[config.mk]
export PLATFORM = sky130hd
export DESIGN_NAME = wprec_gap_window
export DESIGN_NICKNAME = d
export VERILOG_FILES = /design/src/rtl/wprec_gap_window.sv
export SDC_FILE = /design/constraint.sdc
export NUM_CORES = 1
export LEC_CHECK = 0
export ABC_CLOCK_PERIOD_IN_PS = 2500
export BUFFER_PORTS_ARGS = -buffer_cell sky130_fd_sc_hd__buf_2
export CAP_MARGIN = 10
export CORE_AREA = 2 2 39 41
export CTS_CLUSTER_SIZE = 24
export DETAILED_ROUTE_END_ITERATION = 10
export DIE_AREA = 0 0 41 43
export PLACE_DENSITY = 0.72
export SLEW_MARGIN = 30
export SYNTH_ARGS = -nofsm -noshare
export SYNTH_HDL_FRONTEND = slang
export SYNTH_SLANG_ARGS = --single-unit
[constraint.sdc]
create_clock -name clk_i -period 2.5 [get_ports clk_i]
set_clock_uncertainty 0.15 [all_clocks]
set_input_delay 0.5 -clock clk_i [delete_from_list [all_inputs] [get_ports clk_i]]
set_output_delay 0.5 -clock clk_i [all_outputs]
set_load 0.03 [all_outputs]
[src/rtl/wprec_gap_window.sv]
module wprec_gap_window #(
    parameter int CNT_W     = 8,
    parameter int MIN_TICKS = 2,
    parameter int MAX_TICKS = 5
) (
    input  logic clk_i,
    input  logic rst_i,
    input  logic clr_i,
    input  logic a_begin_i,
    input  logic a_finish_i,
    input  logic b_begin_i,
    input  logic tick_i,
    output logic armed_o,
    output logic orphan_o,
    output logic early_o,
    output logic late_o,
    output logic restart_o
);

    localparam logic [CNT_W-1:0] MIN_V   = MIN_TICKS[CNT_W-1:0];
    localparam logic [CNT_W-1:0] MAX_V   = MAX_TICKS[CNT_W-1:0];
    localparam logic [CNT_W-1:0] SAT_V   = {CNT_W{1'b1}};
    localparam bit               HAS_MAX = (MAX_TICKS != 0);
    localparam bit               HAS_MIN = (MIN_TICKS != 0);

    logic             armed_q;
    logic [CNT_W-1:0] gap_q;
    logic [CNT_W:0]   gap_eff;

    assign armed_o = armed_q;

    always_comb begin
        gap_eff = {1'b0, gap_q};
        if (tick_i && (gap_q != SAT_V)) begin
            gap_eff = {1'b0, gap_q} + {{CNT_W{1'b0}}, 1'b1};
        end
    end

    always_comb begin
        orphan_o  = b_begin_i && !armed_q && !a_finish_i;
        early_o   = 1'b0;
        if (b_begin_i && a_finish_i && HAS_MIN) begin
            early_o = 1'b1;
        end else if (b_begin_i && armed_q && (gap_eff < {1'b0, MIN_V})) begin
            early_o = 1'b1;
        end
        late_o    = HAS_MAX && armed_q && tick_i && (gap_q >= MAX_V);
        restart_o = a_begin_i && armed_q && !b_begin_i;
    end

    always_ff @(posedge clk_i) begin
        if (rst_i || clr_i) begin
            armed_q <= 1'b0;
            gap_q   <= '0;
        end else if (a_finish_i && !b_begin_i) begin
            armed_q <= 1'b1;
            gap_q   <= '0;
        end else if (b_begin_i || a_begin_i) begin
            armed_q <= 1'b0;
            gap_q   <= '0;
        end else if (armed_q && tick_i && (gap_q != SAT_V)) begin
            gap_q <= gap_q + {{(CNT_W-1){1'b0}}, 1'b1};
        end
    end

    generate
        if (HAS_MAX) begin : g_bounded
            a_r6_gap_in_bound: assert property (@(posedge clk_i) disable iff (rst_i)
                armed_q |-> (gap_q <= MAX_V));
        end
    endgenerate

    a_r4_arm_from_zero: assert property (@(posedge clk_i) disable iff (rst_i)
        $rose(armed_q) |-> (gap_q == '0));

endmodule

Yosys cells after proc, flatten, opt, wreduce, memory -nomap -nowiden
Index checks and enable logic that the tools add are counted.
- register bits after elaboration: 9
- bits of input ports: 7
- output and inout bits: 5
- logic and storage cells: 31
- add/sub/neg operators: 2
- magnitude comparators: 2
- equality and inequality tests: 1
- muxes and demuxes: 5
- reductions and logical operators: 19
- operators with widths (kind ; count):
    $logic_and A1 B1 Y1 ; 12
    $add A8 B1 Y9 const B ; 1
    $lt A9 B2 Y1 const B ; 1
    $mux W9 ; 1
    $add A8 B1 Y8 const B ; 1
    $ge A8 B3 Y1 const B ; 1
    $ne A8 B8 Y1 const B ; 1
    $mux W1 ; 4
    $logic_not A1 Y1 ; 3
    $reduce_or A3 Y1 ; 1
    $logic_or A1 B1 Y1 ; 2
    $reduce_bool A2 Y1 ; 1

Depth between registers and ports, before layout
- depth after elaboration: 7
- depth in mapped cells: 5
- gate-level depth less buffers: 5

Worst setup path before layout
No wires, ideal clock.
- path type: reg2out
- from: register armed_q (netlist: armed_o)
- to: output early_o
- data arrival time: 2.299 ns
- data required time: 1.850 ns
- setup slack: -0.449 ns
- cell stages (with the launch flop): 5
- path buffers: 0
- path through: dfxtp_1 > nand2_1 > a21o_4 > or4b_1 > o311ai_1
- longest elaborated chain between the ends: 4
- RTL lines (what ; RTL line ; RTL):
    from (decl) ; 26 ; logic armed_q;
    from (signal assigned) ; 53 ; armed_q <= 1'b0;
    from (signal assigned) ; 56 ; armed_q <= 1'b1;
    from (signal assigned) ; 59 ; armed_q <= 1'b0;
    $logic_and A1 B1 Y1 (2 in series) ; 44 ; end else if (b_begin_i && armed_q && (gap_eff < {1'b0, MIN_V})) begin
    $mux W1 ; 44 ;
    $mux W1 ; 42 ; if (b_begin_i && a_finish_i && HAS_MIN) begin
    to (decl) ; 15 ; output logic early_o,
No other way between the ends.

Worst setup path after layout
- from: register gap_q[0]
- to: output early_o
- longest elaborated chain between the ends: 7
- elaborated cells between the ends (all ways): 8
- those cells by class: 1 x add/sub; 1 x order compare; 1 x eq/ne; 3 x mux; 2 x reduce/logical
- RTL lines (what ; RTL line ; RTL):
    from (decl) ; 27 ; logic [CNT_W-1:0] gap_q;
    from (signal assigned) ; 62 ; gap_q <= gap_q + {{(CNT_W-1){1'b0}}, 1'b1};
    parallel branches: the longest is 2 deep, another holds $add A8 B1 Y9 ; - ;
    $mux W9 (*) ; 34 ; if (tick_i && (gap_q != SAT_V)) begin
    $lt A9 B2 Y1 (*) ; 44 ;
    $logic_and A1 B1 Y1 (*) ; 44 ;
    $mux W1 (*) ; 44 ;
    $mux W1 (*) ; 42 ;
Every way passes the cells marked *.

==> impl_metrics.py <==
metrics = {
    "status": {
        "outcome": "finished, violations left",
        "violations": "setup timing",
    },
    "place": {
        "dp_cells": 109,
        "place_area_um2": 762,
        "portBuffers": 11,
        "dpl.hpwl_um": 1030,
        "gp_congestion": 0.789,
    },
    "synth": {
        "synthArstFlopShare_pct": 0,
        "synth-edff-count": 0,
        "netlist_area_um2": 652,
        "synth.avg_cell_area_um2": 8.15,
        "yosysWarningCount": 0,
        "yosys_most_used_dff": "dfxtp_1",
        "synth.net_count": 90,
        "yosysSeqAreaShare_pct": 27.6,
        "ys_types": 33,
        "synth.ff_latch_count": 9,
        "synthCells": 80,
    },
    "cells_and_area": {
        "fillCellCount": 131,
        "final_cell_area_um2": 812,
        "fin_util_pct": 58.7,
        "finalNonFillerCells": 113,
        "drive_gt1_share_pct": 30.9,
        "area_growth_pct": 24.6,
        "layout_commonest_cell": "nor2_1",
        "antenna_cells": 0,
        "mostFrequentLayoutCells": "13 x nor2_1, 10 x buf_2",
        "final_nets": 108,
    },
    "floorplanning": {
        "ios": 12,
        "num_rows": 14,
        "die-height_um": 43,
        "core_mm2": 0.00138,
        "dieWidth_um": 41,
        "initial_core_util_pct": 47.1,
        "fp.dieArea_mm2": 0.00176,
    },
    "sta": {
        "hold_violations": 0,
        "worstMarginPinSlew_ps": 570,
        "period_needed_ps": 2710,
        "rsz0062_at_grt": "true",
        "finalSetupViolCount": 1,
        "layout_setup_ws_ps": -209,
        "finalCritPeriodShare_pct": 108,
        "relSlewSlack_pct": 61.0,
        "clock.fmax_mhz": 369,
        "slew_violations": 0,
    },
    "power_and_ir_drop": {
        "max-vdd-ir-drop_mv": 0.270,
        "p_leak_nw": 0.292,
        "power_density_mw_per_mm2": 366,
    },
    "clock_tree": {
        "ctsHoldBuffers": 0,
        "htreeDepth": 1,
        "clk_path_buf_depth": 2,
        "cts_inserted_buffers": 3,
        "cts-root-buf": "clkbuf_4",
        "cts_setup_buffers": 0,
        "clkSinkCount": 9,
        "clock_latency_ps": 280,
        "clkSlewWorstSetupHoldPaths_ps": 70,
        "tritoncts": "built",
    },
    "run": {
        "cap_viol_max_count": 0,
    },
    "global_route": {
        "grt.overflow.total": 0,
        "grt_start_max_net_pins": 10,
        "grtUsageTotal_pct": 20.8,
        "grt_pass1_vias": 537,
        "grt_pass1_wl_um": 2350,
        "antenna_found_initial": 0,
    },
    "worst_setup_path": {
        "critPathMaxFanout": 4,
        "setup.worst_path.start_class": "register",
        "crit_slowest_cell": "or4b_4",
        "worst-endpoint-arrival_ps": 2060,
        "critPathKind": "register to output port",
        "cp_cell_sequence": "ha_4 > and3_4 > a21o_4 > or4b_4 > o311ai_4 > buf_6",
        "critPathMaxStageDelay_ps": 490,
        "crit_required_ps": 1850,
        "end_kind": "output port",
    },
    "route": {
        "drt_iter0_drc": 13,
        "viasPerCell": 5.61,
        "detail-route-antenna-nets": 0,
        "avgRoutedWirePerCell_um": 12.7,
        "routed_wl_um": 1440,
        "firstDrtPassIters": 4,
        "drc": 0,
        "via_count": 634,
    },
    "hold_path": {
        "hold_class": "input pin to register",
    },
}
flip-flops by register name, indices dropped and copies added, names as in the netlist:
register	count
armed_o	1
gap_q	8
worst paths after layout:
| kind | start | slack, ps | endpoint | cells past startpoint |
|---|---|---|---|---|
| setup reg to reg | gap_q[0] | 620 | gap_q[5] | 6 |
| hold / removal | rst_i | 320 | armed_o | 3 |
| setup / recovery | gap_q[0] | -210 | early_o | 6 |
| hold reg to reg | gap_q[6] | 380 | gap_q[6] | 2 |
power breakdown:
| group | internal, mW | switching [mW] | total, mW |
|---|---|---|---|
| logic | 0.0118 | 0.0136 | 0.0254 |
| clock network | 0.0622 | 0.0655 | 0.128 |
| registers | 0.144 | 0.000630 | 0.144 |
| total | 0.218 | 0.0797 | 0.297 |
layout make-up:
cell class | count | area [µm²] | area share [%]
Multi-Input combinational cell | 63 | 460 | 56.7
Sequential cell | 9 | 184 | 22.7
Timing Repair Buffer | 17 | 106 | 13.1
Clock buffer | 4 | 26.3 | 3.24
Tap cell | 16 | 20.0 | 2.47
Inverter | 4 | 15.0 | 1.85
stage by stage:
step	hold slack [ps]	total power, mW	setup slack (ps)	TNS [ps]
finish	315	0.297	-209	-209
detailed placement	365	0.172	20.8	0
global route	332	0.306	-261	-261
floorplan	338	0.161	29.9	0
CTS	315	0.298	-235	-235
global placement	358	0.172	32.7	0
worst max-delay path, delay by kind of cell, from the launching register on:
family                   cells  cell delay (ps)
flip-flops                   1              350
AO/OA/AOI/OAI                2              440
adder cells (fa/ha/maj)      1              160
AND/OR/NAND/NOR              2              670
buffers and inverters        1              160
repair_timing:
item,CTS,global route
gates resized for setup,3,3
setup endpoints to repair,1,1
cloned,0,0
logic make-up (layout without fill, tap and decap cells):
kind of cell	Yosys count	after routing	synth area share, %
flip-flops	9	9	27.6
XOR/XNOR	7	7	9.41
multiplexers	1	1	1.54
adder cells (fa/ha/maj)	3	3	5.76
AO/OA/AOI/OAI	16	16	18.0
AND/OR/NAND/NOR	36	36	29.9
buffers and inverters	8	25	7.68
cell usage after synthesis (all sizes together), types with 2 or more instances:
library cell | n | area share (%)
a211oi | 2 | 2.3
a21oi | 3 | 2.3
a31oi | 2 | 1.9
buf | 4 | 5.4
dfxtp | 9 | 28
ha | 3 | 5.8
inv | 4 | 2.3
nand2 | 6 | 3.5
nand3 | 3 | 2.3
nor2 | 13 | 7.5
nor3 | 2 | 1.5
o21a | 2 | 2.3
o31ai | 2 | 2.3
or4 | 3 | 3.5
xnor2 | 6 | 8.1
metal layers:
layer / share of wire, % / track usage (%)
met1: 44 / 26.3
met2: 48 / 27.2
met3: 4.0 / 7.85
met4: 3.9 / 16.0
met5: 0 / 0
No activity file was read; power rests on OpenSTA's default activity.
